===== config.mk =====
export PLATFORM = sky130hd
export DESIGN_NAME = hbwd_top
export DESIGN_NICKNAME = d
export VERILOG_FILES = /design/src/rtl/hbwd_pkg.sv /design/src/rtl/hbwd_edge.sv /design/src/rtl/hbwd_timer.sv /design/src/rtl/hbwd_fsm.sv /design/src/rtl/hbwd_top.sv
export SDC_FILE = /design/constraint.sdc
export NUM_CORES = 1
export LEC_CHECK = 0
export BUFFER_PORTS_ARGS = -buffer_cell sky130_fd_sc_hd__clkbuf_2
export CAP_MARGIN = 30
export CORE_UTILIZATION = 51
export CTS_CLUSTER_DIAMETER = 40
export DETAILED_ROUTE_END_ITERATION = 6
export PLACE_DENSITY = 0.81
export REMOVE_ABC_BUFFERS = 1
export SETUP_SLACK_MARGIN = 0.1
export SLEW_MARGIN = 20
export SYNTH_ARGS = -nofsm -noshare
export SYNTH_HDL_FRONTEND = slang
export SYNTH_SLANG_ARGS = --single-unit
export TNS_END_PERCENT = 20

===== constraint.sdc =====
create_clock -name clk_i -period 1.2 [get_ports clk_i]
set_clock_uncertainty 0.15 [all_clocks]
set_input_delay 0.24 -clock clk_i [delete_from_list [all_inputs] [get_ports clk_i]]
set_output_delay 0.24 -clock clk_i [all_outputs]
set_load 0.01 [all_outputs]

===== src/rtl/hbwd_pkg.sv =====
package hbwd_pkg;

  typedef enum logic {
    ST_FAULT   = 1'b0,
    ST_HEALTHY = 1'b1
  } hb_state_e;

  localparam int unsigned EDGE_ANY  = 0;
  localparam int unsigned EDGE_RISE = 1;

endpackage


===== src/rtl/hbwd_edge.sv =====
module hbwd_edge #(
  parameter int unsigned SYNC_STAGES = 2,
  parameter int unsigned EDGE_MODE   = 0
) (
  input  logic clk_i,
  input  logic rst_ni,
  input  logic beat_i,
  output logic edge_o
);
  import hbwd_pkg::*;

  logic [SYNC_STAGES-1:0] sync_q, sync_d;
  logic                   prev_q, prev_d;
  logic                   cur_lvl;

  assign cur_lvl = sync_q[SYNC_STAGES-1];

  always_comb begin
    sync_d = {sync_q[SYNC_STAGES-2:0], beat_i};
    prev_d = cur_lvl;
  end

  always_ff @(posedge clk_i or negedge rst_ni) begin
    if (!rst_ni) begin
      sync_q <= '0;
      prev_q <= 1'b0;
    end else begin
      sync_q <= sync_d;
      prev_q <= prev_d;
    end
  end

  generate
    if (EDGE_MODE == EDGE_RISE) begin : g_rise
      assign edge_o = cur_lvl & ~prev_q;
    end else begin : g_any
      assign edge_o = cur_lvl ^ prev_q;
    end
  endgenerate

endmodule


===== src/rtl/hbwd_timer.sv =====
module hbwd_timer #(
  parameter int unsigned TMO_W = 16
) (
  input  logic             clk_i,
  input  logic             rst_ni,
  input  logic             edge_i,
  input  logic [TMO_W-1:0] timeout_i,
  output logic             expired_o
);

  localparam logic [TMO_W-1:0] CNT_MAX = '1;

  logic [TMO_W-1:0] cnt_q, cnt_d;
  logic             cnt_en;

  assign cnt_en    = edge_i | (cnt_q != CNT_MAX);
  assign expired_o = (cnt_q >= timeout_i);

  always_comb begin
    if (edge_i) cnt_d = '0;
    else        cnt_d = cnt_q + TMO_W'(1);
  end

  always_ff @(posedge clk_i or negedge rst_ni) begin
    if (!rst_ni)     cnt_q <= '0;
    else if (cnt_en) cnt_q <= cnt_d;
  end

  AST_CNT_RESTART: assert property (@(posedge clk_i) disable iff (!rst_ni)
    edge_i |=> (cnt_q == '0));

  AST_CNT_SATURATE: assert property (@(posedge clk_i) disable iff (!rst_ni)
    (cnt_q == CNT_MAX && !edge_i) |=> (cnt_q == CNT_MAX));

endmodule


===== src/rtl/hbwd_fsm.sv =====
module hbwd_fsm #(
  parameter int unsigned RESUME_EDGES = 2
) (
  input  logic clk_i,
  input  logic rst_ni,
  input  logic edge_i,
  input  logic expired_i,
  output logic fault_o
);
  import hbwd_pkg::*;

  localparam int unsigned GOT_W = $clog2(RESUME_EDGES + 1);

  hb_state_e        state_q, state_d;
  logic [GOT_W-1:0] got_q, got_d;

  always_comb begin
    state_d = state_q;
    got_d   = got_q;
    case (state_q)
      ST_HEALTHY: begin
        if (expired_i) begin
          state_d = ST_FAULT;
          got_d   = edge_i ? GOT_W'(1) : '0;
        end
      end
      default: begin
        if (edge_i) begin
          if (got_q != '0 && !expired_i) got_d = got_q + GOT_W'(1);
          else                           got_d = GOT_W'(1);
          if (got_d == GOT_W'(RESUME_EDGES)) begin
            state_d = ST_HEALTHY;
            got_d   = '0;
          end
        end else if (expired_i) begin
          got_d = '0;
        end
      end
    endcase
  end

  always_ff @(posedge clk_i or negedge rst_ni) begin
    if (!rst_ni) begin
      state_q <= ST_FAULT;
      got_q   <= '0;
    end else begin
      state_q <= state_d;
      got_q   <= got_d;
    end
  end

  assign fault_o = (state_q == ST_FAULT);

  AST_TRIP_ON_EXPIRY: assert property (@(posedge clk_i) disable iff (!rst_ni)
    (state_q == ST_HEALTHY && expired_i) |=> fault_o);

  AST_HOLD_WITHOUT_EDGE: assert property (@(posedge clk_i) disable iff (!rst_ni)
    (fault_o && !edge_i) |=> fault_o);

  AST_CLEAR_ON_EDGE: assert property (@(posedge clk_i) disable iff (!rst_ni)
    $fell(fault_o) |-> $past(edge_i));

endmodule


===== src/rtl/hbwd_top.sv =====
module hbwd_top #(
  parameter int unsigned TMO_W        = 16,
  parameter int unsigned SYNC_STAGES  = 2,
  parameter int unsigned EDGE_MODE    = 0,
  parameter int unsigned RESUME_EDGES = 2
) (
  input  logic             clk_i,
  input  logic             rst_ni,
  input  logic             beat_i,
  input  logic [TMO_W-1:0] timeout_i,
  output logic             fault_o,
  output logic             edge_o
);

  logic [1:0] rst_pipe_q;
  logic       rst_n_int;
  logic       edge_w;
  logic       expired_w;

  always_ff @(posedge clk_i or negedge rst_ni) begin
    if (!rst_ni) rst_pipe_q <= 2'b00;
    else         rst_pipe_q <= {rst_pipe_q[0], 1'b1};
  end
  assign rst_n_int = rst_pipe_q[1];

  hbwd_edge #(
    .SYNC_STAGES(SYNC_STAGES),
    .EDGE_MODE  (EDGE_MODE)
  ) edge_i (
    .clk_i (clk_i),
    .rst_ni(rst_n_int),
    .beat_i(beat_i),
    .edge_o(edge_w)
  );

  hbwd_timer #(
    .TMO_W(TMO_W)
  ) timer_i (
    .clk_i    (clk_i),
    .rst_ni   (rst_n_int),
    .edge_i   (edge_w),
    .timeout_i(timeout_i),
    .expired_o(expired_w)
  );

  hbwd_fsm #(
    .RESUME_EDGES(RESUME_EDGES)
  ) fsm_i (
    .clk_i    (clk_i),
    .rst_ni   (rst_n_int),
    .edge_i   (edge_w),
    .expired_i(expired_w),
    .fault_o  (fault_o)
  );

  assign edge_o = edge_w;

endmodule


==> results of run 1 <==
## path summary, 6_finish.rpt
path / to / slack, ns / depth (start not counted)
hold / removal: rst_pipe_q[0]$_DFF_PN0_ / 0.07 / 2
hold reg to reg: timer_i.cnt_q[15]$_DFFE_PN0P_ / 0.08 / 1
setup reg to reg: fsm_i.got_q[0]$_DFFE_PN0P_ / -0.87 / 7
setup / recovery: fsm_i.got_q[0]$_DFFE_PN0P_ / -0.87 / 7
min in group clk_i: edge_i.sync_q[1]$_DFF_PN0_ / 0.23 / 0
max in group asynchronous: edge_i.prev_q$_DFF_PN0_ / 0.23 / 1
## synthesized netlist by cell type (2+ instances only)
cell type and count:
o21ai_0 8, a21oi_1 8, nor3_1 3, inv_1 21, nand2_1 9, or3_1 2
a31oi_1 2, nor2_1 17, dfrtp_1 24, ha_1 18, xor2_1 4, xnor2_1 5
nand4_1 7, and2_1 3, and3_1 2, nand3_1 10, or4_1 2, o41ai_1 2
## worst max-delay path, cell delays in order (launching register included)
cell and delay (ns):
dfrtp_1 0.41, inv_2 0.08, ha_4 0.19, nand2b_4 0.14
a2111oi_4 0.30, o41ai_2 0.12, a2111o_1 0.44, mux2i_1 0.13
## power by group through the flow
stage | combinational [W] | clock [W] | sequential, W
after floorplan | 0.000122 | 0 | 0.000885
after global placement | 0.000266 | 0 | 0.000869
after detailed placement | 0.000283 | 0 | 0.000871
after CTS | 0.000360 | 0.000354 | 0.000855
after global routing | 0.000417 | 0.000386 | 0.000861
final | 0.000374 | 0.000356 | 0.000857
## layer usage
layer | share of wire | vias to the layer above
met1 | 0.44 | 672
met2 | 0.52 | 33
met4 | 0.018 | 0
met5 | 0 | -
li1 | - | 708
met3 | 0.028 | 7
## repair_timing
action                                  CTS  global route
buffers inserted                          2             1
cloned                                    0             0
hold endpoints to repair                  6             0
hold buffers                              3             0
endpoints found under the setup margin   21            21
pin swaps                                10             6
resized for setup                        23             8
## stage by stage
| stage | total power (W) | utilization | setup WS, ns | TNS, ns |
|---|---|---|---|---|
| final | 0.00159 | 0.770 | -0.873 | -13.26 |
| after global routing | 0.00166 | 0.770 | -0.945 | -15.16 |
| after CTS | 0.00157 | 0.755 | -0.843 | -13.34 |
| after detailed placement | 0.00115 | 0.695 | -1.09 | -15.09 |
| after global placement | 0.00113 | 0.695 | -0.961 | -14.07 |
| after floorplan | 0.00101 | - | -0.942 | -16.47 |
## cell families (layout without fill, tap and decap cells)
group / after synthesis / count (layout) / share of synthesized area
flip-flops: 24 / 24 / 0.395
XOR/XNOR: 10 / 10 / 0.0625
AND/OR/NAND/NOR: 59 / 59 / 0.192
adder cells (fa/ha/maj): 18 / 18 / 0.148
buffers and inverters: 24 / 86 / 0.0600
multiplexers: 1 / 1 / 0.00658
other: 1 / 1 / 0.00246
AO/OA/AOI/OAI: 30 / 30 / 0.133
## final cells by class
cell class	count	area, um^2	area share
Tap cell	31	38.8	0.0181
Timing Repair Buffer	61	453	0.211
Inverter	22	82.6	0.0386
Sequential cell	24	601	0.280
Clock buffer	3	22.5	0.0105
Multi-Input combinational cell	119	945	0.441
## flip-flops by register name, indices dropped and copies added (netlist names)
signal / cells
timer_i.cnt_q: 16
edge_i.sync_q: 2
fsm_i.got_q: 2
rst_pipe_q: 2
edge_i.prev_q: 1
fsm_i.state_q: 1
==> impl_results.md, run 1 <==
* Failing checks: setup timing
* GR Util met2 at 0.424
* Pleak at approximately 1.1 nW
* Final Max Tran Viols at 0
* Largest net degree at the start of global routing at 20
* Share of the synthesized area in the top cell type at 0.395
* Setup ws final at -0.873 ns
* Setup violators final at 21
* Vias in the first global route at 1451
* Gate Count Post-Synth at between 150 and 200
* Gate power share at 0.236
* Share of cells above drive strength 1 at 0.345
* Gr usage total at 0.240
* Wire length per cell at 13.5 um
* Total wire length at 3.51 mm
* Ys Warns at 0
* Dpl cell area at 1930 um^2
* Sw power at 0.000430 W
* CTS Root Cell: clkbuf_4
* Netlist cell types at 38
* Sw Share at 0.271
* CTS tree: done
* Drt drc at 0
* Final-report hold violation count at 0
* Core ar. at 2780 um^2
* Via count at 1420
* Worst hold path type: input port to async pin
* Hold WS at 0.0743 ns
* Pwr Density at 741 nW/um^2
* Post-synth EDFFs at 0
* WP data arrival at 2.14 ns
* Primary FF master, synth: dfrtp_1
* CTS sink count at 24
* Most common cell after layout, fill and taps aside: buf_4
* Placed cells at 252
* First-pass GRT wire length at 5.98 mm
* DP Wirelength at 2.61 mm
* Starting Density at 0.547
* Req. time, crit path at 1.26 ns
* Post-Layout Cell Count at 260
* Max Root-Sink Buffers at 2
* Unrepaired setup endpoints after global routing: yes
* Met1 Resource Use GR at 0.291
* FFs w/ async S/R, synth at 1.00
* TritonCTS buffer count at 3
* Synth Register Bits at 24
* Area grow syn2layout at 40.8%
* Sequential fraction of the synthesis area at 0.395
* Antenna cells at 0
* Pre-antenna DRT Iters at 4
* CP Launch Point: timer_i.cnt_q[0]$_DFFE_PN0P_
* Int Power at around 0.0012 W
* Routing usage on met3 at 0.0276
* ANT nets after route at 0
* Crit Path Max Fanout at 3
* Busiest grt layer: met2
* Initial antenna violation count at 0
* Final worst path period share at 1.73
* Clk slew on worst S/H paths at roughly 0.13 ns
* Placer Congestion at 0.869
* Fill cells at 181
* Critical Path Source Type: flop
* Ports at 21
* Most frequent cells in the layout: buf_4 (33), dfrtp_1 (24), inv_1 (19), clkbuf_2 (19), nor2_1 (16)
* Run status: finished, violations left
* Clock Power Share at 0.224
* Achievable frequency at around 480 MHz
* Post-Syn Area at 1520 um^2
* Vias per cell at 5.46
* Die Wd at between 50 and 60 um
* Clk_lat worst skew at 0.32 ns
* Peak supply drop at 0.000612 V
* Fin crit period at around 2.1 ns
* Port Buffers at 20
* Htree depth at 1
* Largest cells by area after synthesis: dfrtp_1 (39%), ha_1 (15%), inv_1 (5.2%), nor2_1 (4.2%), nand3_1 (3.3%)
* Max cap viols at 0
* Cell row count at 19
* Avg Inst Size Synth at 9.11 um^2
* Cell taking the most area after synthesis: dfrtp_1
* Fin nets at approximately 270
* Die Area at 3210 um^2
* Die Span Y at 56.6 um
* Fin area at 2140 um^2
* Sequential share of power at 0.540
* WS Path Type: flop to flop
* Number of DRC markers in iteration 0 at 42
* GRT overflow at 0
* Reg-to-reg critical path startpoint: timer_i.cnt_q[0]$_DFFE_PN0P_
* Worst Setup End Kind: flop
Note: power is estimated with default switching activity, not from simulation.
==> inputs of run 2 (changes only) <==
--- a/config.mk
+++ b/config.mk
@@ -16,5 +16,6 @@
 export SLEW_MARGIN = 20
 export SYNTH_ARGS = -nofsm -noshare
 export SYNTH_HDL_FRONTEND = slang
+export SYNTH_HIERARCHICAL = 1
 export SYNTH_SLANG_ARGS = --single-unit
 export TNS_END_PERCENT = 20
==> run 2 against run 1 <==
The run ends with DRC, setup timing left. Clock-buffer cell count unchanged. Die area rose by 3.2%. Total power rose by 18%. Critical path depth unchanged. Combinational power is 10% higher. Design area grew 8.9%. Maximum frequency fell by 1.5%. Register-to-register slack worse by 0.03 ns. Worst hold slack lost 0.0078 ns. Final cell count rose by 3.1%. Area after synthesis up 3.4%. Global-route usage rose by 5.4 points. Critical endpoint is now fsm_i/got_q[0]$_DFFE_PN0P_. Largest power group unchanged.
==> impl_results.md, run 2 <==
* Avg Inst Size Synth at 9.20 um^2 (was 9.11 um^2)
* Sw Share at 0.257 (was 0.271)
* Ports at 21 (unchanged)
* Die Wd at 57.5 um (was 56.6 um)
* Register with the most flip-flops: timer_i/cnt_q (was timer_i.cnt_q)
* Gate power share at 0.221 (was 0.236)
* Port Buffers at 20 (unchanged)
* CTS Root Cell: clkbuf_4 (unchanged)
* Clk_lat worst skew at 0.32 ns (about the same)
* Largest cells by area after synthesis: dfrtp_1 (38%), ha_1 (14%), inv_1 (6.2%), a21oi_1 (3.2%), nor2_1 (2.9%) (was dfrtp_1 (39%), ha_1 (15%), inv_1 (5.2%), nor2_1 (4.2%), nand3_1 (3.3%))
* Max cap viols at 0 (unchanged)
* Area grow syn2layout at 48.3% (was 40.8%)
* Gr usage total at 0.294 (was 0.240)
* Post-Syn Area at 1570 um^2 (was 1520 um^2)
* Post-Synth Adder-Cell Area at 0.143 (was 0.148)
* Placer Congestion at 0.842 (was 0.869)
* Fin crit period at 2.10 ns (was 2.07 ns)
* Achievable frequency at 475 MHz (was 482 MHz)
* Die Span Y at 57.5 um (was 56.6 um)
* Post-Place Setup Slack at -1.21 ns (was -1.09 ns)
* Run status: finished, violations left (unchanged)
* Clk slew on worst S/H paths at 0.14 ns (was 0.13 ns)
* DP Wirelength at 3.07 mm (was 2.61 mm)
* WS Path Type: flop to flop (unchanged)
* Wire length per cell at 17.9 um (was 13.5 um)
* Int Power at 0.00139 W (was 0.00116 W)
* Worst Setup End Kind: flop (unchanged)
* Netlist cell types at 40 (was 38)
* Crit Path Max Fanout at 5 (was 3)
* Final worst path period share at 1.75 (was 1.73)
* Starting Density at 0.556 (was 0.547)
* Pleak at 1.15 nW (was 1.09 nW)
* Crit-path cells: ha_1 > and4_1 > a221oi_4 > o21ai_4 > nor2b_2 > a211oi_2 > a31oi_1 (was inv_2 > ha_4 > nand2b_4 > a2111oi_4 > o41ai_2 > a2111o_1 > mux2i_1)
* GRT overflow at 0 (unchanged)
* Max reg flops at 16 (unchanged)
* Fin util at 0.824 (was 0.770)
* First-pass GRT wire length at 7.31 mm (was 5.98 mm)
* Share of the synthesized area in the top cell type at 0.382 (was 0.395)
* Synth Area in XOR/XNOR at 0.0167 (was 0.0625)
* Overall power at 0.00187 W (was 0.00159 W)
* Fin area at 2330 um^2 (was 2140 um^2)
* Most common cell after layout, fill and taps aside: buf_4 (unchanged)
* Synth Area in Simple Gates at 0.203 (was 0.192)
* Drt drc at 2 (was 0)
* Largest net degree at the start of global routing at 23 (was 20)
* Unrepaired setup endpoints after global routing: yes (unchanged)
* Fin nets at 275 (was 268)
* CTS sink count at 24 (unchanged)
* CTS tree: done (unchanged)
* Req. time, crit path at 1.30 ns (was 1.26 ns)
* Worst reg-to-reg path cell count at 7 (unchanged)
* Antenna cells at 0 (unchanged)
* Worst hold path type: input port to async pin (unchanged)
* TritonCTS buffer count at 3 (unchanged)
* Total wire length at 4.80 mm (was 3.51 mm)
* Setup ws final at -0.905 ns (was -0.873 ns)
* Vias in the first global route at 1707 (was 1451)
* Pre-antenna DRT Iters at 6 (was 4)
* ANT nets after route at 0 (unchanged)
* Setup violators final at 21 (unchanged)
* Top post-synthesis cells by count: inv_1 (26), dfrtp_1 (24), ha_1 (18) (was dfrtp_1 (24), inv_1 (21), ha_1 (18))
* Final-report hold violation count at 0 (unchanged)
* Sw power at 0.000479 W (was 0.000430 W)
* Count leader, synth: inv_1 (was dfrtp_1)
* Final Max Tran Viols at 0 (unchanged)
* WP data arrival at 2.20 ns (was 2.14 ns)
* Max Root-Sink Buffers at 2 (unchanged)
* Compound-Gate Fraction of Synth Area at 0.158 (was 0.133)
* Critical-path top delay cell: dfrtp_1 (was a2111o_1)
* Cell taking the most area after synthesis: dfrtp_1 (unchanged)
* Htree depth at 1 (unchanged)
* Core ar. at 2830 um^2 (was 2780 um^2)
* Post-synth EDFFs at 0 (unchanged)
* Mux contribution to synthesized area at 0.0127 (was 0.00658)
* Vias per cell at 6.04 (was 5.46)
* Sequential fraction of the synthesis area at 0.382 (was 0.395)
* Cell row count at 19 (unchanged)
* Peak supply drop at 0.000791 V (was 0.000612 V)
* Failing checks: DRC, setup timing (was setup timing)
* Max incr delay on CP at 0.48 ns (was 0.44 ns)
* FFs w/ async S/R, synth at 1.00 (unchanged)
* Pwr Density at 801 nW/um^2 (was 741 nW/um^2)
* Initial antenna violation count at 0 (unchanged)
* Gate Count Post-Synth at 171 (was 167)
* Clock Power Share at 0.322 (was 0.224)
* Critical Path Source Type: flop (unchanged)
* Most frequent cells in the layout: buf_4 (37), dfrtp_1 (24), inv_1 (24) (was buf_4 (33), dfrtp_1 (24), inv_1 (19), clkbuf_2 (19), nor2_1 (16))
* Die Area at 3310 um^2 (was 3210 um^2)
* Main combinational cell family by area after synthesis: simple AND/OR/NAND/NOR gates (unchanged)
* Share of cells above drive strength 1 at 0.443 (was 0.345)
* Via count at 1620 (was 1420)
* Synth Register Bits at 24 (unchanged)
* Ys Warns at 6 (was 0)
* Dpl cell area at 1950 um^2 (was 1930 um^2)
* Number of DRC markers in iteration 0 at 63 (was 42)
* Primary FF master, synth: dfrtp_1 (unchanged)
* Sequential share of power at 0.457 (was 0.540)
==> run 2: cell types whose count changed after synthesis, moves of 3 or more <==
cell | previous run | this run
nand3_1 | 10 | 2
o31ai_1 | 0 | 6
inv_1 | 21 | 26
nor2_1 | 17 | 12
and2_1 | 3 | 0
nor3_1 | 3 | 6
o21ai_0 | 8 | 5
xnor2_1 | 5 | 2
xor2_1 | 4 | 1
==> run 2: critical path, delay by kind of cell (launching register included) <==
kind,cells,cell delay [ns]
AND/OR/NAND/NOR,2,0.40
AO/OA/AOI/OAI,4,0.62
adder cells (fa/ha/maj),1,0.37
flip-flops,1,0.48
==> run 2: path summary, 6_finish.rpt <==
path / slack, ns / end / start
worst max-delay path: -0.90 / fsm_i/got_q[0]$_DFFE_PN0P_ / timer_i/cnt_q[15]$_DFFE_PN0P_
worst min-delay path: 0.07 / rst_pipe_q[0]$_DFF_PN0_ / rst_ni
worst max register to register: -0.90 / fsm_i/got_q[0]$_DFFE_PN0P_ / timer_i/cnt_q[15]$_DFFE_PN0P_
worst min register to register: 0.07 / timer_i/cnt_q[7]$_DFFE_PN0P_ / rst_pipe_q[1]$_DFF_PN0_
max in group asynchronous: 0.60 / timer_i/cnt_q[2]$_DFFE_PN0P_ / rst_pipe_q[1]$_DFF_PN0_
min in group clk_i: 0.22 / edge_i/sync_q[1]$_DFF_PN0_ / edge_i/sync_q[0]$_DFF_PN0_
==> run 2: metrics by stage <==
stage	cells	hold slack (ns)	TNS, ns
after global routing	268	0.0564	-14.36
final	268	0.0665	-13.08
after floorplan	167	-0.206	-16.13
after global placement	254	-0.124	-12.89
after detailed placement	254	-0.121	-13.88
after CTS	262	0.0614	-12.37
==> run 2: timing repair <==
item,CTS,global route
resized for setup,33,17
setup buffers,2,7
setup endpoints to repair,21,21
endpoints found under the hold margin,3,0
pin swaps,8,10
hold buffers,2,0
==> run 2: cell type report <==
class | count | area, um^2
Fill cell | 158 | 497
Clock inverter | 1 | 30.0
Tap cell | 31 | 38.8
Sequential cell | 24 | 601
Clock buffer | 3 | 22.5
Inverter | 26 | 97.6
Timing Repair Buffer | 66 | 477
Multi-Input combinational cell | 117 | 1070
==> run 2: logic make-up (layout without fill, tap and decap cells) <==
logic type / count (synthesis) / in the layout
mux: 2 / 2
fa+ha+maj: 18 / 18
other cells: 1 / 1
simple gates: 55 / 55
flops: 24 / 24
xor+xnor: 3 / 3
compound gates: 38 / 38
buf+inv: 30 / 96
==> run 2: power groups by stage <==
stage / combinational, W / clock [W] / sequential (W)
floorplan: 0.000122 / 0 / 0.000883
global placement: 0.000260 / 0 / 0.000864
detailed placement: 0.000282 / 0 / 0.000866
CTS: 0.000380 / 0.000605 / 0.000854
global route: 0.000450 / 0.000648 / 0.000858
finish: 0.000412 / 0.000602 / 0.000854
==> run 2: layer usage <==
layer  routed length (um)  global-route usage  up-vias
li1                     -                   -      747
met1                 1730               0.295      767
met2                 2650               0.591       84
met3                  248              0.0522       22
met4                  173               0.105        0
met5                    0                   0        -
==> inputs of run 3 (changes only) <==
--- a/config.mk
+++ b/config.mk
@@ -12,7 +12,6 @@
 export DETAILED_ROUTE_END_ITERATION = 6
 export PLACE_DENSITY = 0.81
 export REMOVE_ABC_BUFFERS = 1
-export SETUP_SLACK_MARGIN = 0.1
 export SLEW_MARGIN = 20
 export SYNTH_ARGS = -nofsm -noshare
 export SYNTH_HDL_FRONTEND = slang
==> run 3 against run 2 <==
The flow still finishes with violations (DRC, setup timing). First-iteration DRC count is the same. Flip-flop and latch count is the same. Combinational power is essentially flat. Total power shrank 0.21%. Global-route usage is the same. Register-to-register slack gained 0.02 ns. Routed wire length grew 0.13%. Sequential share of layout area is the same.
==> impl_results.md, run 3 (synthesized netlist as in run 2, its figures left out) <==
* Run status: finished, violations left (unchanged)
* Failing checks: DRC, setup timing (unchanged)
* Reg-to-reg critical path startpoint: timer_i/cnt_q[15]$_DFFE_PN0P_ (unchanged)
* Busiest grt layer: met2 (unchanged)
* Fin crit period at 2.09 ns (was 2.10 ns)
* Pleak at 1.15 nW (unchanged)
* Clk_lat worst skew at 0.32 ns (about the same)
* Clk slew on worst S/H paths at 0.14 ns (about the same)
* Die Wd at 57.5 um (unchanged)
* WP data arrival at 2.18 ns (was 2.20 ns)
* Setup violators final at 21 (unchanged)
* Final Max Tran Viols at 0 (unchanged)
* Worst Setup End Kind: flop (unchanged)
* Max Root-Sink Buffers at 2 (unchanged)
* Fin util at 0.824 (unchanged)
* Met1 Resource Use GR at 0.295 (unchanged)
* CTS Root Cell: clkbuf_4 (unchanged)
* GR Util met2 at 0.591 (unchanged)
* Fin nets at 275 (unchanged)
* Achievable frequency at 479 MHz (was 475 MHz)
* Share of cells above drive strength 1 at 0.443 (unchanged)
* CTS sink count at 24 (unchanged)
* Final worst path period share at 1.74 (was 1.75)
* TritonCTS buffer count at 3 (unchanged)
* First-pass GRT wire length at 7.31 mm (unchanged)
* Placer Congestion at 0.842 (unchanged)
* Die Span Y at 57.5 um (unchanged)
* Vias per cell at 6.03 (was 6.04)
* Ports at 21 (unchanged)
* Fin area at 2330 um^2 (unchanged)
* WS Path Type: flop to flop (unchanged)
* Worst hold path type: flop to async pin (was input port to async pin)
* Drt drc at 2 (unchanged)
* GRT overflow at 0 (unchanged)
* Routing usage on met3 at 0.0522 (unchanged)
* Final-report hold violation count at 0 (unchanged)
* DP Wirelength at 3.07 mm (unchanged)
* Fill cells at 158 (unchanged)
* Pwr Density at 799 nW/um^2 (was 801 nW/um^2)
* Flop2flop setup slack at -0.89 ns (was -0.90 ns)
* Starting Density at 0.556 (unchanged)
* Post-Place Setup Slack at -1.21 ns (unchanged)
* Dpl cell area at 1950 um^2 (unchanged)
* Critical Path Source Type: flop (unchanged)
* Port Buffers at 20 (unchanged)
* Gr usage total at 0.294 (unchanged)
* Cell row count at 19 (unchanged)
* Largest net degree at the start of global routing at 23 (unchanged)
* Via count at 1616 (was 1620)
* Initial antenna violation count at 0 (unchanged)
* Unrepaired setup endpoints after global routing: yes (unchanged)
* Most common cell after layout, fill and taps aside: buf_4 (unchanged)
* Worst reg-to-reg path cell count at 7 (unchanged)
* Die Area at 3310 um^2 (unchanged)
* Number of DRC markers in iteration 0 at 63 (unchanged)
* ANT nets after route at 0 (unchanged)
* Crit Path Max Fanout at 5 (unchanged)
* CTS tree: done (unchanged)
* Core ar. at 2830 um^2 (unchanged)
* Vias in the first global route at 1707 (unchanged)
* Setup ws final at -0.889 ns (was -0.905 ns)
* Antenna cells at 0 (unchanged)
* Max cap viols at 0 (unchanged)
* Htree depth at 1 (unchanged)
* Reg2reg end: fsm_i/got_q[0]$_DFFE_PN0P_ (unchanged)
* Max reg flops at 16 (unchanged)
* Pre-antenna DRT Iters at 6 (unchanged)
* Register with the most flip-flops: timer_i/cnt_q (unchanged)
* Total wire length at 4.81 mm (was 4.80 mm)
* Peak supply drop at 0.000795 V (was 0.000791 V)
* Area grow syn2layout at 48.3% (unchanged)
* Most frequent cells in the layout: buf_4 (37), dfrtp_1 (24), inv_1 (24) (unchanged)
* Req. time, crit path at 1.29 ns (was 1.30 ns)
* Wire length per cell at 17.9 um (about the same)
* Hold WS at 0.0666 ns (was 0.0665 ns)
## run 3: how the worst max path moves through the flow
stage | startpoint | endpoint | depth (start not counted)
2_1_floorplan | timer_i/cnt_q[1]$_DFFE_PN0P_ | timer_i/cnt_q[5]$_DFFE_PN0P_ | 5
3_3_place_gp | timer_i/cnt_q[0]$_DFFE_PN0P_ | fsm_i/got_q[0]$_DFFE_PN0P_ | 9
3_5_place_dp | timer_i/cnt_q[0]$_DFFE_PN0P_ | fsm_i/got_q[0]$_DFFE_PN0P_ | 9
4_1_cts | timer_i/cnt_q[0]$_DFFE_PN0P_ | fsm_i/got_q[0]$_DFFE_PN0P_ | 9
5_1_grt | timer_i/cnt_q[15]$_DFFE_PN0P_ | fsm_i/got_q[0]$_DFFE_PN0P_ | 7
6_report | timer_i/cnt_q[15]$_DFFE_PN0P_ | fsm_i/got_q[0]$_DFFE_PN0P_ | 7
## run 3: where the power goes
part	switching, W	leakage (nW)	internal [W]
registers	0.0000180	0.311	0.000836
clock network	0.000259	0.0279	0.000338
logic	0.000198	0.815	0.000215
## run 3: metrics by stage
step	TNS [ns]	total power, W	cells
global placement	-12.89	0.00112	254
finish	-13.00	0.00186	268
global route	-14.36	0.00196	268
detailed placement	-13.88	0.00115	254
CTS	-12.37	0.00184	262
floorplan	-16.13	0.00100	167
## run 3: area by class of cell
class	count	area, um^2	share of cell area
Sequential cell	24	601	0.258
Tap cell	31	38.8	0.0166
Clock buffer	3	22.5	0.00966
Inverter	26	97.6	0.0418
Clock inverter	1	30.0	0.0129
Timing Repair Buffer	66	477	0.204
Multi-Input combinational cell	117	1070	0.457
## run 3: what timing repair did
item,in CTS,in global routing
hold buffers,2,0
endpoints found under the setup margin,21,21
resized for setup,33,17
buffers inserted,2,7
endpoints found under the hold margin,3,0
pin swaps,8,10
cloned,0,0
## run 3: critical path, stage by stage (launching register included)
cell and delay, ns:
dfrtp_1 0.47, ha_1 0.37, and4_1 0.25, a221oi_4 0.30
o21ai_4 0.12, nor2b_2 0.14, a211oi_2 0.04, a31oi_1 0.16
## run 3: routing by layer
layer | routed length (um) | vias to the layer above
met5 | 0 | -
met4 | 221 | 0
met3 | 249 | 29
met2 | 2640 | 76
met1 | 1700 | 767
li1 | - | 744
